### src/rtl/seg_xlate_pkg.sv
package seg_xlate_pkg;

  localparam int VA_W      = 32;
  localparam int HW_W      = 16;
  localparam int CTL_W     = 2 * HW_W;
  localparam int NUM_CTL   = 3;
  localparam int NUM_SEG   = 2 * NUM_CTL;
  localparam int PA_FLD_HI = 15;
  localparam int PA_FLD_LO = 9;
  localparam int PA_FLD_W  = PA_FLD_HI - PA_FLD_LO + 1;
  localparam int AM_HI     = 6;
  localparam int AM_LO     = 4;
  localparam int AM_W      = AM_HI - AM_LO + 1;
  localparam int EU_BIT    = 3;
  localparam int PA_SHIFT  = 20;
  localparam int BASE_POS  = PA_FLD_LO + PA_SHIFT;
  localparam int PA_W      = BASE_POS + PA_FLD_W;
  localparam int PERM_W    = 3;
  localparam int LOW_SEGS  = 2;
  localparam int LOW_LOG   = 30;
  localparam int HIGH_LOG  = 29;
  localparam logic [VA_W:0] HIGH_BASE = 33'h0_8000_0000;

  typedef enum logic [1:0] {
    MODE_KERN = 2'd0,
    MODE_SUPV = 2'd1,
    MODE_USER = 2'd2,
    MODE_ERRL = 2'd3
  } xmode_e;

  typedef enum logic [1:0] {
    ST_MATCH = 2'd0,
    ST_TLB   = 2'd1,
    ST_BAD   = 2'd2,
    ST_RSVD  = 2'd3
  } xstat_e;

  typedef struct packed {
    logic [PA_FLD_W-1:0] pa;
    logic [AM_W-1:0]     am;
    logic                eu;
  } segctl_t;

  localparam logic [AM_W-1:0] AM_RESERVED = 3'd6;

  // Decode an access-mode code against a privilege level.
  function automatic xstat_e decode_am(logic [AM_W-1:0] am, logic eu, xmode_e m);
    xstat_e r;
    logic   kern_rules;
    r          = ST_MATCH;
    kern_rules = 1'b0;
    if (am == AM_RESERVED) begin
      r = ST_BAD;
    end else begin
      unique case (m)
        MODE_ERRL: begin
          if (eu) r = ST_MATCH;
          else    kern_rules = 1'b1;
        end
        MODE_KERN: kern_rules = 1'b1;
        MODE_SUPV: begin
          if (am inside {3'd0, 3'd1})             r = ST_BAD;
          else if (am inside {3'd2, 3'd3, 3'd4})  r = ST_TLB;
          else                                    r = ST_MATCH;
        end
        MODE_USER: begin
          if (am inside {3'd0, 3'd1, 3'd2, 3'd5}) r = ST_BAD;
          else if (am inside {3'd3, 3'd4})        r = ST_TLB;
          else                                    r = ST_MATCH;
        end
        default: r = ST_BAD;
      endcase
      if (kern_rules) begin
        r = (am inside {3'd1, 3'd2, 3'd3}) ? ST_TLB : ST_MATCH;
      end
    end
    return r;
  endfunction

  // Physical address of an unmapped access.
  function automatic logic [PA_W-1:0] unmapped_pa(logic [PA_FLD_W-1:0] pa,
                                                  logic [VA_W-1:0] va,
                                                  logic [VA_W-1:0] mask);
    logic [PA_W-1:0] base;
    logic [PA_W-1:0] m_ext;
    base  = PA_W'(pa) << BASE_POS;
    m_ext = PA_W'(mask);
    return (base & ~m_ext) | (PA_W'(va) & m_ext);
  endfunction

endpackage

### src/rtl/seg_sel.sv
module seg_sel
  import seg_xlate_pkg::*;
(
  input  logic             clk,
  input  logic             rst_n,
  input  logic [VA_W-1:0]  va,
  input  logic [CTL_W-1:0] ctl0,
  input  logic [CTL_W-1:0] ctl1,
  input  logic [CTL_W-1:0] ctl2,
  output logic [HW_W-1:0]  hw,
  output logic [VA_W-1:0]  mask
);

  logic [CTL_W-1:0] ctl_all [NUM_CTL];
  logic [HW_W-1:0]  hw_arr  [NUM_SEG];
  logic [VA_W-1:0]  mask_arr[NUM_SEG];
  logic [NUM_SEG-1:0] seg_hit;

  assign ctl_all[0] = ctl0;
  assign ctl_all[1] = ctl1;
  assign ctl_all[2] = ctl2;

  for (genvar k = 0; k < NUM_SEG; k++) begin : g_seg
    localparam int SZ_LOG = (k < LOW_SEGS) ? LOW_LOG : HIGH_LOG;
    localparam logic [VA_W:0] BASE = (k < LOW_SEGS) ?
      ((VA_W+1)'(k) << LOW_LOG) :
      (HIGH_BASE + ((VA_W+1)'(k - LOW_SEGS) << HIGH_LOG));
    localparam logic [VA_W:0] TOP = BASE + ((VA_W+1)'(1) << SZ_LOG);
    localparam int REG = NUM_CTL - 1 - k / 2;

    assign seg_hit[k]  = ({1'b0, va} >= BASE) && ({1'b0, va} < TOP);
    assign mask_arr[k] = VA_W'(((VA_W+1)'(1) << SZ_LOG) - 1);
    if (k % 2 == 0) begin : g_up
      assign hw_arr[k] = ctl_all[REG][CTL_W-1:HW_W];
    end else begin : g_lo
      assign hw_arr[k] = ctl_all[REG][HW_W-1:0];
    end
  end

  always_comb begin
    hw   = '0;
    mask = '0;
    for (int k = 0; k < NUM_SEG; k++) begin
      if (seg_hit[k]) begin
        hw   = hw_arr[k];
        mask = mask_arr[k];
      end
    end
  end

  // every address falls in exactly one segment
  p_one_segment_r2: assert property (@(posedge clk) disable iff (!rst_n)
    $onehot(seg_hit));

  // the low half of the space uses the wide offset mask
  p_low_mask_r2: assert property (@(posedge clk) disable iff (!rst_n)
    !va[VA_W-1] |-> mask == 32'h3FFF_FFFF);

endmodule

### src/rtl/seg_am_dec.sv
module seg_am_dec
  import seg_xlate_pkg::*;
(
  input  logic            clk,
  input  logic            rst_n,
  input  logic [HW_W-1:0] hw,
  input  logic [1:0]      mode,
  output segctl_t         fld,
  output xstat_e          status
);

  logic unused_hw_bits;
  assign unused_hw_bits = ^{hw[PA_FLD_LO-1:AM_HI+1], hw[EU_BIT-1:0]};

  assign fld.pa = hw[PA_FLD_HI:PA_FLD_LO];
  assign fld.am = hw[AM_HI:AM_LO];
  assign fld.eu = hw[EU_BIT];

  assign status = decode_am(fld.am, fld.eu, xmode_e'(mode));

  // kernel level never faults on a defined code
  p_kernel_no_bad_r4: assert property (@(posedge clk) disable iff (!rst_n)
    (mode == 2'd0 && hw[AM_HI:AM_LO] != 3'd6) |-> status != ST_BAD);

  // error level with the unmapped flag set bypasses mapping
  p_errl_eu_unmapped_r7: assert property (@(posedge clk) disable iff (!rst_n)
    (mode == 2'd3 && hw[EU_BIT] && hw[AM_HI:AM_LO] != 3'd6) |-> status == ST_MATCH);

  // the reserved code faults everywhere
  p_reserved_bad_r8: assert property (@(posedge clk) disable iff (!rst_n)
    hw[AM_HI:AM_LO] == 3'd6 |-> status == ST_BAD);

  // user level is never mapped through codes outside 3 and 4
  p_user_map_r6: assert property (@(posedge clk) disable iff (!rst_n)
    (mode == 2'd2 && status == ST_TLB) |-> hw[AM_HI:AM_LO] inside {3'd3, 3'd4});

endmodule

### src/rtl/seg_xlate.sv
module seg_xlate
  import seg_xlate_pkg::*;
(
  input  logic        clk,
  input  logic        rst_n,
  input  logic        req_valid,
  input  logic [31:0] req_addr,
  input  logic [1:0]  req_mode,
  input  logic [31:0] seg_ctl0,
  input  logic [31:0] seg_ctl1,
  input  logic [31:0] seg_ctl2,
  output logic        rsp_valid,
  output logic [1:0]  rsp_status,
  output logic [35:0] rsp_paddr,
  output logic [2:0]  rsp_perm,
  output logic        rsp_tlb_req,
  output logic [31:0] rsp_tlb_vaddr
);

  localparam logic [PERM_W-1:0] PERM_ALL = '1;

  logic [HW_W-1:0] sel_hw;
  logic [VA_W-1:0] sel_mask;
  segctl_t         sel_fld;
  xstat_e          dec_status;
  logic [PA_W-1:0] flat_pa;
  logic            is_match;
  logic            is_tlb;

  seg_sel u_sel (
    .clk  (clk),
    .rst_n(rst_n),
    .va   (req_addr),
    .ctl0 (seg_ctl0),
    .ctl1 (seg_ctl1),
    .ctl2 (seg_ctl2),
    .hw   (sel_hw),
    .mask (sel_mask)
  );

  seg_am_dec u_dec (
    .clk   (clk),
    .rst_n (rst_n),
    .hw    (sel_hw),
    .mode  (req_mode),
    .fld   (sel_fld),
    .status(dec_status)
  );

  assign flat_pa  = unmapped_pa(sel_fld.pa, req_addr, sel_mask);
  assign is_match = (dec_status == ST_MATCH);
  assign is_tlb   = (dec_status == ST_TLB);

  always_ff @(posedge clk or negedge rst_n) begin
    if (!rst_n) begin
      rsp_valid     <= 1'b0;
      rsp_status    <= ST_MATCH;
      rsp_paddr     <= '0;
      rsp_perm      <= '0;
      rsp_tlb_req   <= 1'b0;
      rsp_tlb_vaddr <= '0;
    end else begin
      rsp_valid <= req_valid;
      if (req_valid) begin
        rsp_status    <= dec_status;
        rsp_paddr     <= is_match ? flat_pa : '0;
        rsp_perm      <= is_match ? PERM_ALL : '0;
        rsp_tlb_req   <= is_tlb;
        rsp_tlb_vaddr <= is_tlb ? req_addr : '0;
      end
    end
  end

  // one response per request, one cycle later
  p_resp_follows_req_r1: assert property (@(posedge clk) disable iff (!rst_n)
    req_valid |=> rsp_valid);
  p_idle_holds_r1: assert property (@(posedge clk) disable iff (!rst_n)
    !req_valid |=> (!rsp_valid && $stable(rsp_paddr) && $stable(rsp_status)));

  // permissions only on an unmapped result
  p_perm_match_r10: assert property (@(posedge clk) disable iff (!rst_n)
    (rsp_valid && rsp_status == ST_MATCH) |-> rsp_perm == PERM_ALL);
  p_perm_none_r10: assert property (@(posedge clk) disable iff (!rst_n)
    rsp_status != ST_MATCH |-> (rsp_perm == '0 && rsp_paddr == '0));

  // the lookup address is the request address
  p_tlb_addr_r11: assert property (@(posedge clk) disable iff (!rst_n)
    req_valid |=> (rsp_tlb_req == (rsp_status == ST_TLB)) &&
                  (!rsp_tlb_req || rsp_tlb_vaddr == $past(req_addr)));

  // the reserved status code is never produced
  p_status_legal_r12: assert property (@(posedge clk) disable iff (!rst_n)
    rsp_status != ST_RSVD);

endmodule

### config.mk
export PLATFORM = sky130hd
export DESIGN_NAME = seg_xlate
export DESIGN_NICKNAME = d
export VERILOG_FILES = /design/src/rtl/seg_xlate_pkg.sv /design/src/rtl/seg_sel.sv /design/src/rtl/seg_am_dec.sv /design/src/rtl/seg_xlate.sv
export SDC_FILE = /design/constraint.sdc
export NUM_CORES = 1
export LEC_CHECK = 0
export ABC_AREA = 1
export BUFFER_PORTS_ARGS = -buffer_cell sky130_fd_sc_hd__buf_4
export CAP_MARGIN = 20
export CELL_PAD_IN_SITES_DETAIL_PLACEMENT = 0
export CELL_PAD_IN_SITES_GLOBAL_PLACEMENT = 1
export CORE_MARGIN = 2
export CORE_UTILIZATION = 31
export CTS_CLUSTER_DIAMETER = 30
export DETAILED_ROUTE_END_ITERATION = 7
export GPL_TIMING_DRIVEN = 1
export PLACE_DENSITY_LB_ADDON = 0.1
export SLEW_MARGIN = 40
export SYNTH_ARGS = -nofsm -noshare
export SYNTH_HDL_FRONTEND = slang
export SYNTH_SLANG_ARGS = --single-unit
### constraint.sdc
create_clock -name clk -period 0.98 [get_ports clk]
set_clock_uncertainty 0.15 [all_clocks]
set_input_delay 0.098 -clock clk [delete_from_list [all_inputs] [get_ports clk]]
set_output_delay 0.098 -clock clk [all_outputs]
set_load 0.01 [all_outputs]
* Word level (Yosys, flattened, before mapping)
Cells that the tools add are included.
Widths: inputs -> output; s select.
** Operators by class
- Order comparisons :: 10
- Mux-type cells :: 26
- Reductions and logical operators :: 12
- Eq/ne operators :: 10
- Bitwise logic cells :: 4
** Operators by type and width (number)
- $mux 32 :: 6
- $ge 32x32->1 const B :: 4
- $lt 32x32->1 const B :: 4
- $mux 16 :: 6
- $and 36x36->36 :: 1
- $mux 36 :: 1
- $not 32->36 :: 1
- $or 36x32->36 :: 1
- $and 32x32->32 :: 1
- $ge 32x31->1 const B :: 1
- $lt 32x31->1 const B :: 1
- $mux 30 :: 1
- $eq 3x3->1 const B :: 3
- $mux 2 :: 4
- $eq 3x2->1 const B :: 2
- $reduce_bool 3->1 :: 2
- $mux 1 :: 5
- $eq 2x1->1 const B :: 2
- $eq 2x2->1 const B :: 2
- $logic_and 1x1->1 :: 4
- $logic_not 2->1 :: 2
- $pmux 2 s2 :: 1
- $reduce_bool 2->1 :: 2
- $reduce_bool 4->1 :: 1
- other kinds (4) :: 4
** Word-level totals
- Logic and storage cells :: 68
- Flip-flop bits (word level) :: 75
- Output and inout port bits :: 75

* Longest topological paths before layout
Gate-level depths: netlist of run 1.
- Depth after elaboration :: 16
- Depth in mapped cells :: 16
- Mapped depth without buffers :: 14

* Cells and area by module
From an unflattened synthesis of run 1, not the netlist that was laid out.
** Second synthesis, totals
- Cells, all modules :: 572
- Area total of the unflattened synthesis :: 4281.6 um^2
** Modules (own cells, without submodules)
- seg_xlate :: area an instance 2852.7 um^2, times used 1, cells each 319
- seg_sel :: area an instance 1189.9 um^2, times used 1, cells each 213
- seg_am_dec :: area an instance 239.0 um^2, times used 1, cells each 40

* Worst setup path before layout of run 1
OpenSTA, ideal clock, no wires.
- Path kind :: in2reg
- From :: in req_addr[29]
- To :: reg rsp_paddr[16]
- Buffers on the path :: 3
- Arrival :: 1.648 ns
- Cell stages on the path :: 15
- Slack :: -0.884 ns
- Data required time :: 0.764 ns
- Path through :: buf_2 > inv_2 > nand3_2 > nor2_1 > nor2_1 > nand3_1 > nor2_1 > nand2_1 > nand3_1 > nand2_1 > a21oi_2 > buf_6 > buf_12 > nand3_2 > nand2_1
** Between the ends
- Cells in the longest elaborated chain, start to end :: 16
- Elaborated cells on any way between the ends :: 55
** RTL lines
- start, declared :: line seg_xlate.sv:7 : input logic [31:0] req_addr,
- $lt 32x31->1 (tied with other cells) :: line seg_sel.sv:31 : assign seg_hit[k] = ({1'b0, va} >= BASE) && ({1'b0, va} < TOP);
- $mux 16 / $logic_and 1x1->1 (equally long branches) :: line seg_sel.sv:44, seg_sel.sv:31
- $mux 16 (5 in series) :: line seg_sel.sv:44 : if (seg_hit[k]) begin
- $eq 3x2->1 (tied with other cells) :: line seg_xlate_pkg.sv:63, seg_xlate_pkg.sv:67, seg_xlate_pkg.sv:74
- $reduce_bool 3->1 / $reduce_bool 2->1 (equally long branches) :: line seg_xlate_pkg.sv:63, seg_xlate_pkg.sv:68
- $mux 1, on equally long branches :: line seg_xlate_pkg.sv:63, seg_xlate_pkg.sv:68
- $mux 2, on equally long branches :: line seg_xlate_pkg.sv:62, seg_xlate_pkg.sv:67
- $pmux 2 s2 :: line seg_xlate_pkg.sv:55 : unique case (m)
- $mux 2 :: line seg_xlate_pkg.sv:73 : if (kern_rules) begin
- $mux 2 :: line seg_xlate_pkg.sv:52 : if (am == AM_RESERVED) begin
- $logic_not 2->1 :: line seg_xlate.sv:51 : assign is_match = (dec_status == ST_MATCH);
- $mux 36 * :: line seg_xlate.sv:66 : rsp_paddr <= is_match ? flat_pa : '0;
- end signal, assigned :: line seg_xlate.sv:66
- end, declared :: line seg_xlate.sv:14 : output logic [35:0] rsp_paddr,
Mark *: on every way between the ends. The rest lies on a longest branch, timed or not. The select of a mux whose other input is x is not followed.
A chain may end at the register's enable or synchronous reset.

* Worst setup path after layout of run 1
- From :: in req_addr[31]
- To :: reg rsp_paddr[4]
The elaborated chain is that of the path after synthesis.

==> results of run 1 <==
worst register-to-register path, stage by stage, from the launching register on:
cell and delay [ps]:
dfrtp_1 390, buf_4 140, buf_4 120, nand2_1 60
nand2_1 50
worst paths after layout:
check,start,endpoint,slack (ps),depth (start not counted)
worst max-delay path,req_addr[31],rsp_paddr[4]$_DFFE_PN0P_,-620,15
worst min register to register,rsp_tlb_vaddr[23]$_DFFE_PN0P_,rsp_tlb_vaddr[23]$_DFFE_PN0P_,350,2
max in group asynchronous,rst_n,rsp_tlb_vaddr[10]$_DFFE_PN0P_,290,3
worst max register to register,rsp_tlb_vaddr[24]$_DFFE_PN0P_,rsp_tlb_vaddr[24]$_DFFE_PN0P_,-30,4
worst min-delay path,seg_ctl0[12],rsp_paddr[32]$_DFFE_PN0P_,-20,5
min in group asynchronous,rst_n,rsp_paddr[19]$_DFFE_PN0P_,0,2
cell type report:
type / count / area, um^2
well taps: 147 / 184
clock inverters: 4 / 98.8
multi-input cells: 347 / 2030
inverters: 24 / 108
fillers: 1048 / 4350
flip-flops and latches: 73 / 1830
clock buffers: 12 / 256
repair buffers: 317 / 3160
logic make-up after synthesis:
| logic type | after synthesis | synth area share |
|---|---|---|
| AO/OA/AOI/OAI | 36 | 0.0601 |
| flip-flops | 73 | 0.477 |
| buffers and inverters | 50 | 0.0748 |
| AND/OR/NAND/NOR | 307 | 0.375 |
| adder cells (fa/ha/maj) | 4 | 0.0131 |
what timing repair did:
action / CTS / global route
endpoints found under the setup margin: 147 / 147
gates resized for setup: 129 / 55
cloned: 8 / 6
endpoints found under the hold margin: 137 / 0
setup buffers: 40 / 17
hold buffers: 34 / 0
pin swaps: 25 / 38
cell usage after synthesis (2+ instances only):
master	count	share of area
a21oi_1	2	0.0026
a21oi_2	2	0.0046
a22oi_1	3	0.0059
buf_12	2	0.010
buf_2	5	0.0065
buf_4	8	0.016
buf_6	4	0.012
clkbuf_1	7	0.0069
dfrtp_1	73	0.48
ha_1	4	0.013
inv_1	14	0.014
inv_2	9	0.0088
nand2_1	191	0.19
nand2_2	3	0.0049
nand3_1	62	0.081
nand3_2	21	0.055
nand4_1	5	0.0082
nor2_1	18	0.018
nor2_8	2	0.010
o21ai_0	22	0.029
where the power goes:
part           leakage, nW  internal (mW)  switching (mW)  total (mW)
clock                0.173           2.63            1.30        3.93
combinational         2.86           2.15            1.65        3.80
sequential           0.960           3.37           0.274        3.64
flip-flops by register name, indices dropped and copies added (netlist names):
signal,cells
rsp_paddr,36
rsp_tlb_vaddr,32
rsp_status,2
rsp_perm,1
rsp_tlb_req,1
rsp_valid,1
stage by stage:
| stage | hold slack [ps] | instance area [um^2] |
|---|---|---|
| 2_1_floorplan | -348 | 3890 |
| 4_1_cts | -22.7 | 7310 |
| 3_5_place_dp | -187 | 5630 |
| 6_report | -21.5 | 7660 |
| 3_3_place_gp | -188 | 5630 |
| 5_1_grt | 5.70 | 7660 |
routing by layer:
layer	routed length, um	up-vias	GRT usage	part of all wire
met5	0	-	0	0
met4	174	0	0.0562	0.012
met3	773	11	0.0453	0.052
met2	7470	126	0.375	0.50
met1	6560	2056	0.280	0.44
li1	-	2138	-	-
==> run_results.csv, run 1 <==
group,metric,value,unit
run,drv_cap,0,
detailed_routing,avgRoutedWirePerCell,16.2,um
synth,async_flop_share,1.00,
synth,ys_seq_area_frac,0.477,
worst_setup_path,worstPathCellList,"buf_12 > inv_8 > nor2_4 > nand2_2 > inv_2 > nand2_2 > nand4_1 > nand2_1 > nand3_1 > nand2_2 > a21oi_4 > buf_12 > clkbuf_16 > nand3_1 > nand2_1",
clocking,clockBufferDepth,2,
place,place_ws,-1040,ps
worst_setup_path,worstPathMaxFanout,11,
synth,syn_avg_cell_area,8.15,um^2
sta,finalSetupViolCount,147,
final_layout,finalNonFillerCells,924,
sta,fin_tns_setup,-51780,ps
clocking,root_buffer,"clkbuf_16",
sta,post-route-period-util,1.63,
sta,min_period,1600,ps
floorplan,design.die.area,13300,um^2
worst_setup_path,endpoint_kind,"register",
synth,synth_edf_count,0,
sta,hold_viol,2,
floorplan,rows,40,
power_and_ir_drop,p_per_area,1480,nW/um^2
synth,syn_area,3830,um^2
floorplan,io_pins,208,
synth,synth-seq-cells,73,
floorplan,dieWidth,115,um
synth,synth_nets,607,
run_status,violations,"negative hold slack, negative setup slack",
final_layout,nets,909,
synth,synth_cell_types,33,
clocking,tritoncts,"done",
grt,grt_pass1_vias,4399,
final_layout,drive_gt1_frac,0.514,
sta,rsz0062_at_grt,"yes",
synth,synthFlopType,"dfrtp_1",
sta,slew_viol_final,0,
sta,worstMarginPinSlew,216,ps
clocking,cts_buffers,9,
final_layout,layout.cells.most_common,"nand2_1",
run_status,status,"finished, violations left",
final_layout,area_growth,100,%
detailed_routing,drt-pass1-iter-count,6,
clocking,htreeDepth,3,
detailed_routing,wl,15000,um
power_and_ir_drop,leakage,3.99,nW
worst_setup_path,slowest_delay,210,ps
clocking,cts.clk_slew.worst_paths,60,ps
worst_setup_path,cp_slowest_cell,"a21oi_4",
grt,grt_overflow,0,
synth,ys_warn_count,0,
floorplan,initial_core_util,0.319,
synth,synthCells,470,
sta,setup_ws,-620,ps
worst_setup_path,required,1110,ps
power_and_ir_drop,ir_worst_vdd,1100,uV
power_and_ir_drop,p_total,11.4,mW
place,dp_hpwl,9250,um
place,gp_congestion,0.886,
detailed_routing,drt-initial-drc-count,217,
sta,hold_slack,-21.5,ps
detailed_routing,vias,4331,
floorplan,core_area,12000,um^2
detailed_routing,ant_nets,0,
min_path,min_path_type,"in2reg",
grt,antenna_found_initial,0,
sta,relSlewSlack,0.855,
grt,grt_pass1_wl,22400,um
place,portBuffers,177,
detailed_routing,routed_via_density,4.69,
detailed_routing,drc,0,
worst_setup_path,startpoint_type,"primary input",
final_layout,layout_common_cells,"nand2_1, buf_4, buf_6",
clocking,cts_sinks,73,
worst_setup_path,path_buf_inv,5,
grt,track_usage,0.218,
worst_setup_path,worstPathArrival,1730,ps
floorplan,die_h,115,um
grt,grt_start_max_net_pins,27,
worst_setup_path,path_class,"in2reg",
worst_setup_path,cpLargestDelayFamily,"simple AND/OR/NAND/NOR gates",
final_layout,utilization,0.638,
clocking,clk_latency,330,ps
place,placed_cells,809,
worst_setup_path,path_common_cell,"nand2_2",
sta,max_freq,0.625,GHz
final_layout,diodes,0,
(Power assumes the default switching activity.)
==> inputs of run 2 (changes only) <==
Settings changed: BUFFER_PORTS_ARGS -buffer_cell sky130_fd_sc_hd__buf_4 to -buffer_cell sky130_fd_sc_hd__clkbuf_2, CELL_PAD_IN_SITES_DETAIL_PLACEMENT 0 to 1, CELL_PAD_IN_SITES_GLOBAL_PLACEMENT 1 to 2, CORE_UTILIZATION 31 to 24.
==> run_results.csv, run 2 (same netlist as run 1, synthesis figures left out) <==
group,metric,value,unit
run_status,status,"finished, violations left",
run_status,violations,"negative hold slack, negative setup slack",
final_layout,final_area,7060,um^2
sta,max_freq,0.582,GHz
place,dp_hpwl,10600,um
grt,grt_overflow,0,
final_layout,reg_top3,"rsp_paddr (36), rsp_tlb_vaddr (32), rsp_status (2)",
clocking,htreeDepth,3,
power_and_ir_drop,ir_worst_vdd,747,uV
sta,rsz0062_at_grt,"yes",
place,placed_cell_area,5260,um^2
grt,grt_pass1_vias,4535,
grt,grt_pass1_wl,24000,um
place,portBuffers,177,
final_layout,drive_gt1_frac,0.484,
clocking,cts_sinks,73,
detailed_routing,drt-pass1-iter-count,4,
grt,grt_start_max_net_pins,33,
worst_setup_path,endpoint_kind,"register",
sta,hold_viol,3,
final_layout,nets,904,
sta,finalSetupViolCount,147,
grt,track_usage,0.185,
worst_setup_path,path_buf_inv,4,
worst_setup_path,path_class,"in2reg",
final_layout,largest_reg_flops,36,
run,drv_cap,0,
worst_setup_path,cpLargestDelayFamily,"simple AND/OR/NAND/NOR gates",
place,placed_cells,876,
min_path,min_path_type,"in2reg",
worst_setup_path,required,1110,ps
sta,worstMarginPinSlew,255,ps
sta,relSlewSlack,0.830,
grt,antenna_found_initial,0,
place,gp_congestion,0.778,
worst_setup_path,slowest_delay,200,ps
clocking,clockBufferDepth,2,
final_layout,largest_register,"rsp_paddr",
floorplan,rows,46,
power_and_ir_drop,leakage,3.82,nW
clocking,tritoncts,"done",
floorplan,dieWidth,130,um
final_layout,finalNonFillerCells,988,
detailed_routing,ant_nets,0,
floorplan,initial_core_util,0.244,
worst_setup_path,cp_slowest_cell,"nor2_1",
final_layout,fill_cells,1906,
final_layout,layout.cells.most_common,"nand2_1",
detailed_routing,drt-initial-drc-count,126,
floorplan,design.die.area,17000,um^2
sta,setup_ws,-737,ps
floorplan,io_pins,208,
final_layout,layout_common_cells,"nand2_1, clkbuf_2, dfrtp_1",
clocking,root_buffer,"clkbuf_16",
detailed_routing,avgRoutedWirePerCell,16.3,um
sta,hold_slack,-22.9,ps
sta,post-route-period-util,1.75,
detailed_routing,routed_via_density,4.35,
worst_setup_path,startpoint_type,"primary input",
detailed_routing,drc,0,
sta,fin_tns_setup,-59490,ps
worst_setup_path,worstPathMaxFanout,8,
final_layout,area_growth,84.4,%
power_and_ir_drop,p_per_area,1540,nW/um^2
sta,min_period,1720,ps
worst_setup_path,worstPathArrival,1850,ps
detailed_routing,wl,16100,um
floorplan,core_area,15700,um^2
clocking,cts_buffers,9,
detailed_routing,vias,4301,
sta,slew_viol_final,0,
worst_setup_path,worstPathCellList,"clkbuf_16 > buf_6 > nand3_4 > nor2_4 > nor2_2 > buf_4 > nand4_1 > nor2_1 > nor2_2 > nor2_4 > nand2_2 > nand2_8 > clkbuf_16 > nand3_1 > nand2_1",
final_layout,diodes,0,
clocking,clk_latency,340,ps
floorplan,die_h,130,um
place,place_ws,-1240,ps
clocking,cts.clk_slew.worst_paths,60,ps
## run 2: changes by cell type in the layout (fill, tap and decap cells not counted), moves of 3 or more
cell / previous run / this run
buf_4: 172 / 71
buf_6: 84 / 23
nand3_2: 45 / 35
nand3_4: 5 / 2
nand2_2: 18 / 11
clkbuf_2: 0 / 150
nand2_1: 174 / 182
buf_16: 3 / 8
nand3_1: 33 / 46
buf_12: 18 / 15
## run 2: final timing paths
path	start	to	slack (ps)	cells after the start
max reg2reg	rsp_tlb_vaddr[6]$_DFFE_PN0P_	rsp_tlb_vaddr[6]$_DFFE_PN0P_	-20	4
max	req_addr[31]	rsp_tlb_vaddr[10]$_DFFE_PN0P_	-740	15
min	seg_ctl0[11]	rsp_paddr[31]$_DFFE_PN0P_	-20	5
min reg2reg	rsp_paddr[35]$_DFFE_PN0P_	rsp_paddr[35]$_DFFE_PN0P_	330	2
max in group asynchronous	rst_n	rsp_perm[1]$_DFFE_PN0P_	180	3
min in group asynchronous	rst_n	rsp_tlb_vaddr[0]$_DFFE_PN0P_	20	2
## run 2: metrics by stage
step	total power, mW	util
floorplan	4.77	-
global placement	5.88	0.335
detailed placement	5.90	0.335
CTS	10.5	0.419
global route	11.4	0.449
finish	10.9	0.449
## run 2: worst register-to-register path, stage by stage (launching register included)
cell,delay [ps]
dfrtp_1,380
buf_4,130
buf_4,120
nand2_1,50
nand2_1,50
## run 2: report_power, final
part / switching (mW) / internal (mW) / total (mW) / leakage [nW]
combinational: 1.64 / 1.81 / 3.45 / 2.70
clock: 1.32 / 2.49 / 3.81 / 0.166
sequential: 0.227 / 3.37 / 3.59 / 0.960
total: 3.19 / 7.66 / 10.9 / 3.82
## run 2: timing repair
action / 4_1_cts / 5_1_grt
hold buffers: 34 / 0
endpoints found under the setup margin: 147 / 147
cloned: 8 / 3
setup buffers: 26 / 27
resized for setup: 48 / 71
hold endpoints to repair: 138 / 0
pin swaps: 12 / 13
## run 2: metal layers
metal,GRT usage,routed length [um]
met1,0.229,6920
met2,0.330,8130
met3,0.0344,803
met4,0.0506,222
met5,0,0
## run 2: area by class of cell
class / instances / area, um^2 / share of cell area
Inverter: 24 / 108 / 0.0152
Timing Repair Buffer: 312 / 2600 / 0.368
Sequential cell: 73 / 1830 / 0.259
Multi-Input combinational cell: 347 / 1920 / 0.272
Clock inverter: 7 / 116 / 0.0165
Clock buffer: 9 / 225 / 0.0319
Tap cell: 216 / 270 / 0.0383
